[src/rtl/readout_pkg.sv]
package readout_pkg;
  localparam int STAT_W = 3;
  localparam logic [STAT_W-1:0] ST_CHIPFULL = 3'b010;
  typedef enum logic [1:0] {K_DATA, K_EMPTY, K_BUSY} kind_t;
endpackage

[src/rtl/rsp_classify.sv]
module rsp_classify
  import readout_pkg::*;
#(
  parameter int WORD_W = 23
) (
  input  logic [WORD_W-1:0] word,
  output kind_t             kind
);
  logic [STAT_W-1:0] st;
  assign st = word[WORD_W-1 -: STAT_W];

  always_comb begin
    if (!st[2])     kind = K_DATA;
    else if (st[1]) kind = K_BUSY;
    else            kind = K_EMPTY;
  end
endmodule

[src/rtl/busy_guard.sv]
module busy_guard #(
  parameter int LIMIT = 16
) (
  input  logic clk,
  input  logic rst,
  input  logic clr,
  input  logic hit,
  output logic expire
);
  localparam int BW = $clog2(LIMIT + 1);
  logic [BW-1:0] run_q;

  assign expire = hit && (run_q == BW'(LIMIT - 1));

  always_ff @(posedge clk) begin
    if (rst)         run_q <= '0;
    else if (clr)    run_q <= '0;
    else if (expire) run_q <= '0;
    else if (hit)    run_q <= run_q + 1'b1;
  end

  assert_busy_bound_R6: assert property (@(posedge clk) disable iff (rst)
    run_q < BW'(LIMIT));
  assert_busy_reset_R6: assert property (@(posedge clk) disable iff (rst)
    expire |=> run_q == '0);
endmodule

[src/rtl/drain_judge.sv]
module drain_judge #(
  parameter int DATA_CH = 8
) (
  input  logic clk,
  input  logic rst,
  input  logic tally,
  input  logic chip_end,
  output logic chip_full
);
  localparam int CW = $clog2(DATA_CH + 1);
  logic [CW-1:0] cnt_q;
  logic [CW:0]   fin;

  assign fin       = {1'b0, cnt_q} + (CW+1)'(tally);
  assign chip_full = fin < (CW+1)'(DATA_CH);

  always_ff @(posedge clk) begin
    if (rst)           cnt_q <= '0;
    else if (chip_end) cnt_q <= '0;
    else if (tally)    cnt_q <= cnt_q + 1'b1;
  end

  assert_cnt_clear_R4: assert property (@(posedge clk) disable iff (rst)
    chip_end |=> cnt_q == '0);
  assert_cnt_range_R4: assert property (@(posedge clk) disable iff (rst)
    cnt_q <= CW'(DATA_CH));
endmodule

[src/rtl/readout_seq.sv]
module readout_seq
  import readout_pkg::*;
#(
  parameter int N_CHIP     = 4,
  parameter int DATA_CH    = 8,
  parameter int BUSY_LIMIT = 16,
  parameter int WORD_W     = 23,
  localparam int CHIP_W    = (N_CHIP > 1) ? $clog2(N_CHIP) : 1,
  localparam int CHAN_W    = $clog2(DATA_CH + 1)
) (
  input  logic              clk,
  input  logic              rst,
  output logic              rd_req,
  output logic [CHIP_W-1:0] rd_chip,
  output logic [CHAN_W-1:0] rd_chan,
  output logic              rd_buf,
  input  logic              rsp_valid,
  input  logic [WORD_W-1:0] rsp_word,
  output logic              out_valid,
  output logic [WORD_W-1:0] out_word,
  output logic [CHIP_W-1:0] out_chip,
  output logic [CHAN_W-1:0] out_chan
);
  localparam int PAY_W = WORD_W - STAT_W;

  logic              pend_q, req_q, buf_q;
  logic [CHIP_W-1:0] chip_q;
  logic [CHAN_W-1:0] chan_q;
  logic              ov_q;
  logic [WORD_W-1:0] ow_q;
  logic [CHIP_W-1:0] oc_q;
  logic [CHAN_W-1:0] och_q;

  kind_t kind;
  logic  take, is_data, is_empty, is_busy, expire, advance;
  logic  last_ch, last_chip, chip_end, chip_full;

  rsp_classify #(.WORD_W(WORD_W)) u_cls (.word(rsp_word), .kind(kind));

  assign take      = pend_q && rsp_valid;
  assign is_data   = take && (kind == K_DATA);
  assign is_empty  = take && (kind == K_EMPTY);
  assign is_busy   = take && (kind == K_BUSY);
  assign advance   = is_empty || expire;
  assign last_ch   = chan_q == CHAN_W'(DATA_CH - 1);
  assign last_chip = chip_q == CHIP_W'(N_CHIP - 1);
  assign chip_end  = advance && last_ch;

  busy_guard #(.LIMIT(BUSY_LIMIT)) u_busy (
    .clk(clk), .rst(rst), .clr(is_data || is_empty), .hit(is_busy), .expire(expire)
  );

  drain_judge #(.DATA_CH(DATA_CH)) u_drain (
    .clk(clk), .rst(rst), .tally(is_empty), .chip_end(chip_end), .chip_full(chip_full)
  );

  always_ff @(posedge clk) begin
    if (rst) begin
      pend_q <= 1'b0;
      req_q  <= 1'b0;
      buf_q  <= 1'b0;
      chip_q <= '0;
      chan_q <= '0;
      ov_q   <= 1'b0;
      ow_q   <= '0;
      oc_q   <= '0;
      och_q  <= '0;
    end else begin
      req_q <= 1'b0;
      ov_q  <= 1'b0;
      if (!pend_q) begin
        req_q  <= 1'b1;
        pend_q <= 1'b1;
      end else if (rsp_valid) begin
        pend_q <= 1'b0;
      end
      if (is_data) begin
        ov_q  <= 1'b1;
        ow_q  <= rsp_word;
        oc_q  <= chip_q;
        och_q <= chan_q;
      end
      if (chip_end && chip_full) begin
        ov_q  <= 1'b1;
        ow_q  <= {ST_CHIPFULL, rsp_word[PAY_W-1:0]};
        oc_q  <= chip_q;
        och_q <= chan_q;
      end
      if (advance) begin
        if (last_ch) begin
          chan_q <= '0;
          if (last_chip) begin
            chip_q <= '0;
            buf_q  <= ~buf_q;
          end else begin
            chip_q <= chip_q + 1'b1;
          end
        end else begin
          chan_q <= chan_q + 1'b1;
        end
      end
    end
  end

  assign rd_req    = req_q;
  assign rd_chip   = chip_q;
  assign rd_chan   = chan_q;
  assign rd_buf    = buf_q;
  assign out_valid = ov_q;
  assign out_word  = ow_q;
  assign out_chip  = oc_q;
  assign out_chan  = och_q;

  assert_single_req_R8: assert property (@(posedge clk) disable iff (rst)
    rd_req |=> !rd_req);
  assert_no_test_chan_R2: assert property (@(posedge clk) disable iff (rst)
    rd_req |-> rd_chan < CHAN_W'(DATA_CH));
  assert_addr_hold_R3: assert property (@(posedge clk) disable iff (rst)
    (pend_q && !rsp_valid) |=> ($stable(rd_chip) && $stable(rd_chan) && $stable(rd_buf)));
  assert_buf_flip_R7: assert property (@(posedge clk) disable iff (rst)
    !$stable(rd_buf) |-> (rd_chip == '0 && $past(rd_chip) == CHIP_W'(N_CHIP - 1)));
  assert_out_cause_R1: assert property (@(posedge clk) disable iff (rst)
    out_valid |-> $past(take));
endmodule

[config.mk]
export PLATFORM = sky130hd
export DESIGN_NAME = readout_seq
export DESIGN_NICKNAME = d
export VERILOG_FILES = /design/src/rtl/readout_pkg.sv /design/src/rtl/rsp_classify.sv /design/src/rtl/busy_guard.sv /design/src/rtl/drain_judge.sv /design/src/rtl/readout_seq.sv
export SDC_FILE = /design/constraint.sdc
export NUM_CORES = 1
export LEC_CHECK = 0
export ABC_AREA = 1
export BUFFER_PORTS_ARGS = -buffer_cell sky130_fd_sc_hd__buf_4
export CAP_MARGIN = 40
export CORE_ASPECT_RATIO = 0.6
export CORE_MARGIN = 2
export CORE_UTILIZATION = 35
export CTS_BUF_LIST = sky130_fd_sc_hd__clkbuf_4 sky130_fd_sc_hd__clkbuf_8
export DETAILED_ROUTE_END_ITERATION = 10
export SLEW_MARGIN = 0
export SYNTH_ARGS = -nofsm -noshare
export SYNTH_HDL_FRONTEND = slang
export SYNTH_SLANG_ARGS = --single-unit
[constraint.sdc]
create_clock -name clk -period 2.9 [get_ports clk]
set_clock_uncertainty 0.2 [all_clocks]
set_input_delay 0.435 -clock clk [delete_from_list [all_inputs] [get_ports clk]]
set_output_delay 0.435 -clock clk [all_outputs]
set_load 0.01 [all_outputs]
==> Yosys cells after proc, flatten, opt, wreduce, memory -nomap -nowiden <==
Cells that the tools add are included.
{ "op_classes": {"addsub": 5, "multipliers": 0, "div_mod_pow": 0, "order_cmp": 1, "eq_ne": 5, "shift": 0, "n_mux": 15, "bitwise_logic": 1, "reduce_logical": 16} }
{ "ops": {"columns": ["operator", "count"], "rows": [
  ["2-to-1 mux 22 bit", 2],
  ["2-to-1 mux 4 bit", 3],
  ["2-to-1 mux 2 bit", 5],
  ["adder 4 x 1 -> 4 bit, second input constant", 2],
  ["logical AND 1 bit", 7],
  ["adder 4 x 1 -> 5 bit", 1],
  ["adder 5 x 1 -> 5 bit, second input constant", 1],
  ["== test 5 x 4 -> 1 bit, second input constant", 1],
  ["less-than comparator 5 x 4 -> 1 bit, second input constant", 1],
  ["2-to-1 mux 1 bit", 5],
  ["== test 2 bit, second input constant", 2],
  ["== test 4 x 3 -> 1 bit, second input constant", 1],
  ["OR reduction 2 bit", 2],
  ["AND reduction 3 bit", 1],
  ["OR reduction 3 bit", 1],
  ["adder 2 x 1 -> 2 bit, second input constant", 1],
  ["== test 2 x 1 -> 1 bit, second input constant", 1],
  ["logical NOT 2 bit", 1],
  ["logical OR 1 bit", 2],
  ["AND reduction 2 bit", 1],
  ["nonzero test 2 bit", 1],
  ["NOT 1 bit", 1]
]} }
{ "word_totals": {"register_bits": 48, "latch_bits": 0, "mem_bits_rw": 0, "romBits": 0, "inputBits": 26, "out_inout_bits": 38, "memories": 0} }

==> Depth between registers and ports, before layout <==
Gate-level depths: netlist of run 1.
{ "depth": {"depth_word": 9, "mapped_depth": 13, "mapped_depth_nobuf": 12} }

==> Cells and area by module <==
A second synthesis of run 1 with hierarchy kept.
{ "unflattened": {"hier_cells": 310, "hier_area_um2": 2303.5} }
{ "modules_own_cells": {"columns": ["module", "n_inst", "cells_per_inst", "area_per_inst_um2", "seq_area_each_um2"], "rows": [
  ["readout_seq", 1, 247, 1856.8, 780.7],
  ["busy_guard", 1, 34, 252.7, 100.1],
  ["drain_judge", 1, 25, 176.4, 80.1],
  ["rsp_classify", 1, 4, 17.5, 0.0]
]} }

==> Least setup slack after synthesis of run 1 <==
OpenSTA, ideal clock, no wires.
{ "synth_path": {"path_type": "flip-flop to flip-flop", "from": "register u_busy.run_q[0]", "to": "register oc_q[1] (netlist: out_chip[1])", "setup_ps": 112, "t_arrival_ps": 1634, "t_required_ps": 2588, "slack_ps": 954, "path_stages_with_launch": 13, "n_path_buf": 1, "path_cell_list": "dfxtp_1 ha_1 inv_1 nor3_1 ha_1 nor2_1 nor2_4 nand2_2 nor2_4 nor2_8 buf_12 nor2_2 nor2_2"} }
{ "synth_via": {"elab_chain_len": 6} }
{ "synth_rtl": {"columns": ["element", "line", "source"], "rows": [
  ["start: declaration", "busy_guard.sv:11", "logic [BW-1:0] run_q;"],
  ["start signal: assignment", "busy_guard.sv:19", "else if (hit) run_q <= run_q + 1'b1;"],
  ["== test 5 x 4 -> 1 bit (*)", "busy_guard.sv:13", "assign expire = hit && (run_q == BW'(LIMIT - 1));"],
  ["logical AND 1 bit (*)", "busy_guard.sv:13", null],
  ["logical OR 1 bit (*)", "readout_seq.sv:44", "assign advance = is_empty || expire;"],
  ["logical AND 1 bit (*)", "readout_seq.sv:47", "assign chip_end = advance && last_ch;"],
  ["logical AND 1 bit (*)", "readout_seq.sv:83", "if (chip_end && chip_full) begin"],
  ["2-to-1 mux 2 bit / nonzero test 2 bit (equally long branches)", null, null],
  ["end signal: assignment", "readout_seq.sv:80", "oc_q <= chip_q;"],
  ["end signal: assignment", "readout_seq.sv:86", "oc_q <= chip_q;"],
  ["end: declaration", "readout_seq.sv:31", "logic [CHIP_W-1:0] oc_q;"]
]} }
Mark *: on every way between the ends. The rest lies on a longest branch, timed or not.
A chain may end at the register's enable or synchronous reset.

==> Worst setup path in the final report of run 1 <==
{ "layout_path": {"from": "register u_busy.run_q[0]", "to": "register oc_q[0] (netlist: out_chip[0])"} }
Same word-level chain as after synthesis.

==> results of run 1 <==
registers in the layout, indices dropped and copies added, names as in the netlist:
register	flops
out_chan	4
out_chip	2
out_valid	1
out_word	23
pend_q	1
rd_buf	1
rd_chan	4
rd_chip	2
rd_req	1
u_busy.run_q	5
u_drain.cnt_q	4
where the power goes:
group	total, mW	switching (mW)	internal, mW
Sequential	0.697	0.0143	0.682
Clock	0.430	0.216	0.214
Combinational	0.158	0.0828	0.0756
kinds of logic after synthesis:
kind of cell	after synthesis	share of synthesized area (%)
xor gates and xnor gates	2	0.7849
DFF	48	43.05
adders and majority gates	5	2.803
buffers and inverters	60	12.44
and+or+nand+nor	168	36.04
AOI/OAI and AO/OA	19	4.877
layout make-up:
class,count,area [sq um],area share [%]
well taps,84,105.1,3.725
repair buffers,64,480.5,17.03
flip-flops and latches,48,960.9,34.06
inverters,49,183.9,6.519
clock buffers,8,97.59,3.459
multi-input cells,194,993.5,35.21
worst reg2reg max path: cells and delay by family (launching register included):
family | cells | cell delay [ns]
fa+ha+maj | 2 | 0.39
flops | 1 | 0.33
simple gates | 8 | 1.11
buf+inv | 1 | 0.06
cell usage after synthesis, drive strengths merged:
library cell | count | area (sq um)
nand3 | 34 | 170.2
a21oi | 8 | 43.79
nor3 | 4 | 20.02
a211oi | 1 | 7.510
clkbuf | 2 | 7.510
o21ai | 8 | 40.04
ha | 5 | 62.56
o211a | 1 | 10.01
inv | 49 | 183.9
xor2 | 1 | 8.760
xnor2 | 1 | 8.760
o211ai | 1 | 7.510
nor2 | 78 | 399.1
nand2 | 52 | 215.2
dfxtp | 48 | 960.9
buf | 9 | 86.33
worst max-delay path by stage:
| stage | from | endpoint | slack [ns] | depth (start not counted) |
|---|---|---|---|---|
| 3_5_place_dp | u_busy.run_q[0] | out_chan[2] | 0.76 | 11 |
| 6_report | u_busy.run_q[0] | out_chip[0] | 0.76 | 11 |
| 2_1_floorplan | u_busy.run_q[0] | out_chip[1] | 0.95 | 12 |
| 4_1_cts | u_busy.run_q[0] | out_chip[0] | 0.73 | 11 |
| 5_1_grt | u_busy.run_q[1] | out_word[6] | 0.52 | 12 |
| 3_3_place_gp | u_busy.run_q[0] | out_chip[0] | 0.81 | 11 |
stage by stage:
step	total power, mW	instance area, sq um
final	1.285	2821
after global routing	1.355	2821
after CTS	1.303	2821
after detailed placement	0.8729	2724
after global placement	0.8716	2724
after floorplan	0.7988	2232
routing by layer:
metal	up-vias	track usage [%]	wire length (um)
li1	1041	-	-
met5	-	0	0
met4	0	5.844	74
met3	7	4.236	357
met2	55	20.02	1890
met1	798	21.38	2641
==> results.json, run 1 <==
{
  "status": "completed",
  "grt_max_degree": 30,
  "critPathTopFamily": "simple AND/OR/NAND/NOR gates",
  "fin_crit_ns": 2.139,
  "finalNetCount": 393,
  "die_h_um": 65.86,
  "dpl.cell_count": 439,
  "routabilityCongestion": 0.7717,
  "final_common_cell": "buf_4",
  "io_pins": 64,
  "p_per_area_mw_per_mm2": 455.5,
  "crit_required_ns": 2.94,
  "power.leakage_nw": 1.403,
  "grt_pass1_wl_mm": 7.914,
  "reg2regPathDepth": 11,
  "maxCapViolations": 0,
  "fin_crit_sh_pct": 73.77,
  "syn_inst": 302,
  "antenna_found_initial": 0,
  "viasPerCell": 4.253,
  "tightest_slew_ns": 0.5275,
  "dp_worst_setup_slack_ns": 0.7558,
  "dp_hpwl_mm": 3.621,
  "vdd_drop_max_mv": 0.1980,
  "start_util_pct": 36.36,
  "synth_area_sq_mm": 0.002232,
  "min_path_cells": 2,
  "dr.first_iter.drc_count": 80,
  "path_clk_slew_ns": 0.08,
  "io_buffers": 63,
  "num_antenna_cells": 0,
  "maxSlewViolCount": 0,
  "cp-end-kind": "register",
  "clk_latency_ns": 0.30,
  "coreArea_sq_mm": 0.006138,
  "max_freq_mhz": 467.4,
  "clockBufferDepth": 2,
  "ant_nets": 0,
  "cpPeakStageDelay_ns": 0.41,
  "grt_overflow_total": 0,
  "worstSetupPathType": "register to register",
  "synth_seq_area_share_pct": 43.05,
  "finalHoldViolations": 0,
  "r2r_start": "u_busy.run_q[0]",
  "cts_hold_buf": 0,
  "synth_cell_types": 26,
  "area_delta_synth_final_pct": 26.40,
  "critPathMaxFanout": 27,
  "cp.arrival_ns": 2.18,
  "fill_cells": 640,
  "synth_nets": 333,
  "drc": 0,
  "yosys_register_bits": 48,
  "grt.total_usage_pct": 14.69,
  "grt_pass1_vias": 1637,
  "rows": 22,
  "dieArea_sq_mm": 0.007054,
  "ff2ff_setup_slack_ns": 0.76,
  "ctsResizeCount": 0,
  "first_pass_iters": 4,
  "avgSynthCellArea_sq_um": 7.391,
  "cts_num_sinks": 48,
  "root_buffer": "clkbuf_8",
  "start_kind": "register",
  "die_w_um": 107.1,
  "rsz0062_at_grt": "false",
  "h-tree-depth": 2,
  "cpMostUsedCell": "nor2_1",
  "critPathSlowestCell": "nor2_8",
  "vias": 1901,
  "layout_common_cells": "64 x buf_4, 51 x nor2_1, 48 x dfxtp_1, 47 x inv_1, 46 x nand2_1",
  "cts_tree": "built",
  "path_buf_inv": 1,
  "drive_gt1_share_pct": 29.75,
  "final_cell_count_no_fill": 447,
  "hold_path_class": "input pin to register",
  "cts_setup_buffers": 0,
  "finalSetupViolCount": 0,
  "regToRegEndpoint": "out_chip[0]",
  "min_to": "pend_q",
  "synth_warnings": 0,
  "wl_per_cell_um": 11.11,
  "setup_ws_ns": 0.7605,
  "routed_wl_mm": 4.964,
  "hp-start": "rsp_valid",
  "cts_buffers": 5,
  "slew_headroom_pct": 64.83,
  "fin_util_pct": 45.96,
  "tns_ns": 0,
  "crit_chain": "ha_1, inv_1, nor3_1, ha_1, nor2_1, nor2_4, nand2_2, nor2_4, nor2_8, nor2_1, nor2_1",
  "holdWs_ns": 0.1219
}
Power figures use the tool's default switching activity.
==> run 2, diff against run 1 <==
Settings changed: ABC_AREA 1 to 0.
Clock period 2.9 ns to 1.8 ns, I/O delays scaled along.
==> run 2 against run 1 <==
  * The flow now finishes with violations (negative setup slack)
  * First-iteration DRC count rose by 64%
  * Clock power rose by 54%
  * Register-to-register slack got worse by 0.91 ns
==> results.json, run 2 <==
{
  "area_delta_synth_final_pct": 45.08,
  "dpl.cell_count": 465,
  "dp_hpwl_mm": 4.974,
  "synth_cell_types": 44,
  "h-tree-depth": 2,
  "tns_ns": -3.789,
  "cp-end-kind": "register",
  "ff2ff_setup_slack_ns": -0.15,
  "vias": 2469,
  "rsz0062_at_grt": "true",
  "root_buffer": "clkbuf_8",
  "yosys-top-cells-count": "48 x dfxtp_1, 47 x nor2b_1, 29 x inv_1",
  "synth_top_area_share_pct": 36.33,
  "fin_crit_sh_pct": 108.4,
  "coreArea_sq_mm": 0.007297,
  "setup_ws_ns": -0.1507,
  "dr.first_iter.drc_count": 131,
  "synthArstFlopShare_pct": 0,
  "antenna_found_initial": 0,
  "vdd_drop_max_mv": 0.3428,
  "status": "finished with violations",
  "critPathMaxFanout": 6,
  "clockBufferDepth": 2,
  "cts_tree": "built",
  "finalNetCount": 401,
  "start_kind": "register",
  "grt_overflow_total": 0,
  "multi_input_area_sq_mm": 0.001760,
  "fill_cells": 680,
  "grt.total_usage_pct": 18.28,
  "routabilityCongestion": 0.7739,
  "synth_nets": 322,
  "cts_buffers": 5,
  "path_clk_slew_ns": 0.10,
  "finalHoldViolations": 0,
  "layout_common_cells": "92 x buf_4, 47 x nor2b_1, 46 x dfxtp_1, 29 x inv_1, 26 x o41ai_2",
  "io_pins": 64,
  "routed_wl_mm": 7.552,
  "crit_required_ns": 1.84,
  "slew_headroom_pct": 72.14,
  "syn_inst": 291,
  "die_h_um": 71.34,
  "finalSetupViolCount": 37,
  "die_w_um": 116.2,
  "grt_pass1_wl_mm": 11.83,
  "power.leakage_nw": 1.646,
  "clk_latency_ns": 0.30,
  "p_per_area_mw_per_mm2": 537.2,
  "seq_area_sq_um": 963.4,
  "largest_reg_flops": 23,
  "grt_pass1_vias": 2426,
  "ant_nets": 0,
  "synth_area_sq_mm": 0.002645,
  "fin_crit_ns": 1.951,
  "final_cell_count_no_fill": 475,
  "synth_warnings": 0,
  "cts_num_sinks": 48,
  "synth_ff_type": "dfxtp_1",
  "final_common_cell": "buf_4",
  "start_util_pct": 36.25,
  "first_pass_iters": 4,
  "tightest_slew_ns": 0.4179,
  "maxSlewViolCount": 0,
  "synth_most_common_cell": "dfxtp_1",
  "fin_util_pct": 52.59,
  "violations": "negative setup slack",
  "maxCapViolations": 0,
  "rows": 24,
  "max_freq_mhz": 512.6,
  "synth_seq_area_share_pct": 36.33,
  "cp.arrival_ns": 1.99,
  "dieArea_sq_mm": 0.008291,
  "yosys_register_bits": 48,
  "synthTopCellsByArea": "dfxtp_1 36%, nor2b_1 11%, o41ai_1 6.6%",
  "wl_per_cell_um": 15.90,
  "io_buffers": 63,
  "num_antenna_cells": 0,
  "synth-edff-count": 0,
  "grt_max_degree": 30,
  "worstSetupPathType": "register to register",
  "synth_top_cell_by_area": "dfxtp_1",
  "drc": 0,
  "hold_path_class": "input pin to register",
  "viasPerCell": 5.198,
  "drive_gt1_share_pct": 47.44,
  "avgSynthCellArea_sq_um": 9.089
}
## run 2: cell types whose count changed after synthesis, moves of 8 or more
cell	change
o41ai_1	+20
nand2_1	-35
clkbuf_1	+8
a32oi_1	+18
inv_1	-18
nor2_1	-42
nor2b_1	+47
nor2_2	-20
nand3_1	-27
## run 2: where the power goes
group | switching [mW] | internal [mW] | total [mW]
Sequential | 0.0134 | 1.08 | 1.10
Combinational | 0.154 | 0.148 | 0.303
Clock | 0.390 | 0.272 | 0.662
Total | 0.558 | 1.50 | 2.06
## run 2: worst paths after layout
kind                 endpoint  cells after the start       startpoint
max                rd_chan[3]                      8  u_busy.run_q[1]
min reg2reg       out_word[2]                      2      out_word[2]
min          u_drain.cnt_q[2]                      2     rsp_word[21]
max reg2reg        rd_chan[3]                      8  u_busy.run_q[1]
## run 2: cells by family (layout without fill, tap and decap cells)
logic type,after synthesis,after routing,share of synthesized area [%]
compound gates,75,75,26.07
xor+xnor,2,2,0.6624
simple gates,102,103,23.37
flops,48,48,36.33
fa+ha+maj,5,5,2.365
buf+inv,56,135,10.08
mux,3,3,1.135
## run 2: routing by layer
layer  GRT usage, %  part of all wire (%)  vias to the layer above
li1               -                     -                     1206
met1          26.31                    50                     1205
met2          28.49                    45                       54
met3          3.807                   4.7                        4
met4          3.704                  0.57                        0
met5              0                     0                        -
## run 2: per-stage QoR
step | hold WS (ns) | setup slack, ns | total power [mW] | area, sq um
detailed placement | 0.2528 | -0.1466 | 1.390 | 3437
global route | 0.03829 | -0.2262 | 2.158 | 3837
global placement | 0.2536 | -0.1036 | 1.385 | 3437
floorplan | 0.1619 | -0.1852 | 1.258 | 2699
finish | 0.02730 | -0.1507 | 2.062 | 3837
CTS | 0.02428 | -0.1457 | 2.062 | 3714
## run 2: worst max-delay path: stages, from the launching register on
cell and delay [ns]:
dfxtp_2 0.36, ha_4 0.13, and3_4 0.19, ha_4 0.13
nand2b_4 0.16, buf_12 0.13, nand2_4 0.05, or4_4 0.40
a21oi_1 0.13
## run 2: final cells by class
type	instances	area share (%)
multi-input cells	188	45.88
flip-flops and latches	48	25.11
repair buffers	98	20.51
well taps	104	3.391
inverters	29	2.837
clock buffers	5	1.793
clock inverters	3	0.4891
## run 2: repair_timing
action	CTS	global route
gates resized for setup	27	21
endpoints found under the setup margin	40	45
cloned	1	0
hold endpoints to repair	1	0
setup buffers	0	0
pin swaps	6	11
hold buffers	1	0
==> run 3, diff against run 2 <==
Settings changed: CTS_CLUSTER_SIZE from default to 10, MAX_ROUTING_LAYER from default to met4.
Clock period 1.8 ns to 2.3 ns, I/O delays scaled along.
==> run 3 against run 2 <==
  * The run now ends clean
  * Die area stayed put
  * Combinational power shrank 38%
  * Worst setup slack improved by 0.28 ns
  * Sequential share of layout area up 3.9 points
  * Non-clock buffer count decreased by 25
  * Routed wire length fell by 16%
  * Core utilization is 7.3 points lower
  * Flip-flop and latch count unchanged
  * Sequential power is 22% lower
  * Global-route usage fell by 2.1 points
  * Largest cell class unchanged
==> results.json, run 3 (same netlist as run 2, synthesis figures left out) <==
{
  "status": "completed",
  "final_area_sq_mm": 0.003308,
  "first_pass_iters": 4,
  "routed_wl_mm": 6.380,
  "finalNetCount": 375,
  "max_freq_mhz": 459.8,
  "fill_cells": 744,
  "start_util_pct": 36.25,
  "fin_crit_sh_pct": 94.55,
  "critPathSlowestCell": "dfxtp_1",
  "min_path_cells": 2,
  "vdd_drop_max_mv": 0.2623,
  "root_buffer": "clkbuf_8",
  "cpPeakStageDelay_ns": 0.34,
  "start_kind": "register",
  "cts_setup_buffers": 0,
  "maxSlewViolCount": 0,
  "final_common_cell": "buf_4",
  "area_delta_synth_final_pct": 25.07,
  "critPathMaxFanout": 27,
  "cpMostUsedCell": "ha_1",
  "grt_pass1_vias": 2197,
  "dr.first_iter.drc_count": 160,
  "num_antenna_cells": 0,
  "finalSetupViolCount": 0,
  "rows": 24,
  "crit_required_ns": 2.28,
  "cp.arrival_ns": 2.16,
  "tightest_slew_ns": 0.3885,
  "wl_per_cell_um": 14.21,
  "path_clk_slew_ns": 0.09,
  "antenna_found_initial": 0,
  "drc": 0,
  "cts_tree": "built",
  "finalHoldViolations": 0,
  "grt_overflow_total": 0,
  "largest_reg_flops": 23,
  "routabilityCongestion": 0.8400,
  "vias": 2285,
  "ant_nets": 0,
  "clockBufferDepth": 2,
  "dp_hpwl_mm": 4.351,
  "slew_headroom_pct": 74.10,
  "grt_pass1_wl_mm": 10.42,
  "coreArea_sq_mm": 0.007297,
  "grt.total_usage_pct": 16.19,
  "io_pins": 64,
  "hold_path_class": "input pin to register",
  "io_buffers": 63,
  "reg2regPathDepth": 7,
  "fin_crit_ns": 2.175,
  "die_h_um": 71.34,
  "dieArea_sq_mm": 0.008291,
  "h-tree-depth": 2,
  "drive_gt1_share_pct": 30.43,
  "p_per_area_mw_per_mm2": 478.1,
  "maxCapViolations": 0,
  "worstSetupPathType": "register to register",
  "cts_num_sinks": 48,
  "die_w_um": 116.2,
  "rsz0062_at_grt": "false",
  "cts_buffers": 5,
  "cp-end-kind": "register",
  "clk_latency_ns": 0.29,
  "grt_max_degree": 57,
  "layout_common_cells": "71 x buf_4, 48 x dfxtp_1, 47 x nor2b_1, 29 x inv_1, 19 x o41ai_1",
  "place_area_sq_mm": 0.003198,
  "power.leakage_nw": 1.355,
  "fin_util_pct": 45.34,
  "viasPerCell": 5.089,
  "crit_chain": "ha_1, and3_1, ha_1, nand2b_4, and3_4, a32oi_1, o41ai_2",
  "tns_ns": 0
}
## run 3: changes by cell type in the layout (fill, tap and decap cells not counted), moves of 3 or more
cell | previous run | this run
o41ai_1 | 1 | 19
o41ai_2 | 26 | 8
buf_4 | 92 | 71
a32oi_2 | 19 | 7
a21oi_1 | 11 | 14
a21oi_2 | 3 | 0
a32oi_1 | 6 | 18
## run 3: layout make-up
| class | count | area (sq um) | share of cell area [%] |
|---|---|---|---|
| inverter | 29 | 108.9 | 3.290 |
| sequential | 48 | 960.9 | 29.05 |
| multi-input combinational | 187 | 1438 | 43.46 |
| timing repair buffer | 73 | 573.1 | 17.32 |
| clock inverter | 1 | 7.507 | 0.2269 |
| tap | 104 | 130.1 | 3.933 |
| clock buffer | 7 | 90.09 | 2.723 |
## run 3: critical path: cells and delay by family, from the launching register on
| kind | cells | cell delay (ns) |
|---|---|---|
| compound gates | 2 | 0.36 |
| fa+ha+maj | 2 | 0.42 |
| flops | 1 | 0.34 |
| simple gates | 3 | 0.72 |
## run 3: repair_timing
| item | 4_1_cts | 5_1_grt |
|---|---|---|
| setup endpoints to repair | 0 | 28 |
| hold buffers | 0 | 0 |
| gates resized for setup | 0 | 2 |
| hold endpoints to repair | 0 | 0 |
## run 3: per-layer routing
layer	vias to the layer above	routed length, um	global-route usage, %
li1	1159	-	-
met1	1063	3331	23.09
met2	61	2677	23.64
met3	2	353	3.892
met4	0	18	2.646
met5	-	0	-
## run 3: final timing paths
check             startpoint     endpoint  slack, ns
min reg2reg      out_chan[1]  out_chan[1]       0.27
max          u_busy.run_q[0]  out_word[7]       0.13
max reg2reg  u_busy.run_q[0]  out_word[7]       0.13
min                rsp_valid       pend_q       0.04
## run 3: stage by stage
step	setup WS [ns]	std cells	power [mW]	hold slack [ns]
6_report	0.1253	449	1.582	0.04381
2_1_floorplan	0.1769	291	0.9821	0.2182
4_1_cts	0.01396	449	1.606	0.02934
3_3_place_gp	0.08626	441	1.061	0.2453
5_1_grt	0.003041	449	1.660	0.03368
3_5_place_dp	0.02407	441	1.065	0.2415
## run 3: power breakdown
part | internal (mW) | switching, mW
registers | 0.848 | 0.0112
clock network | 0.257 | 0.279
logic | 0.0922 | 0.0950
total | 1.20 | 0.385
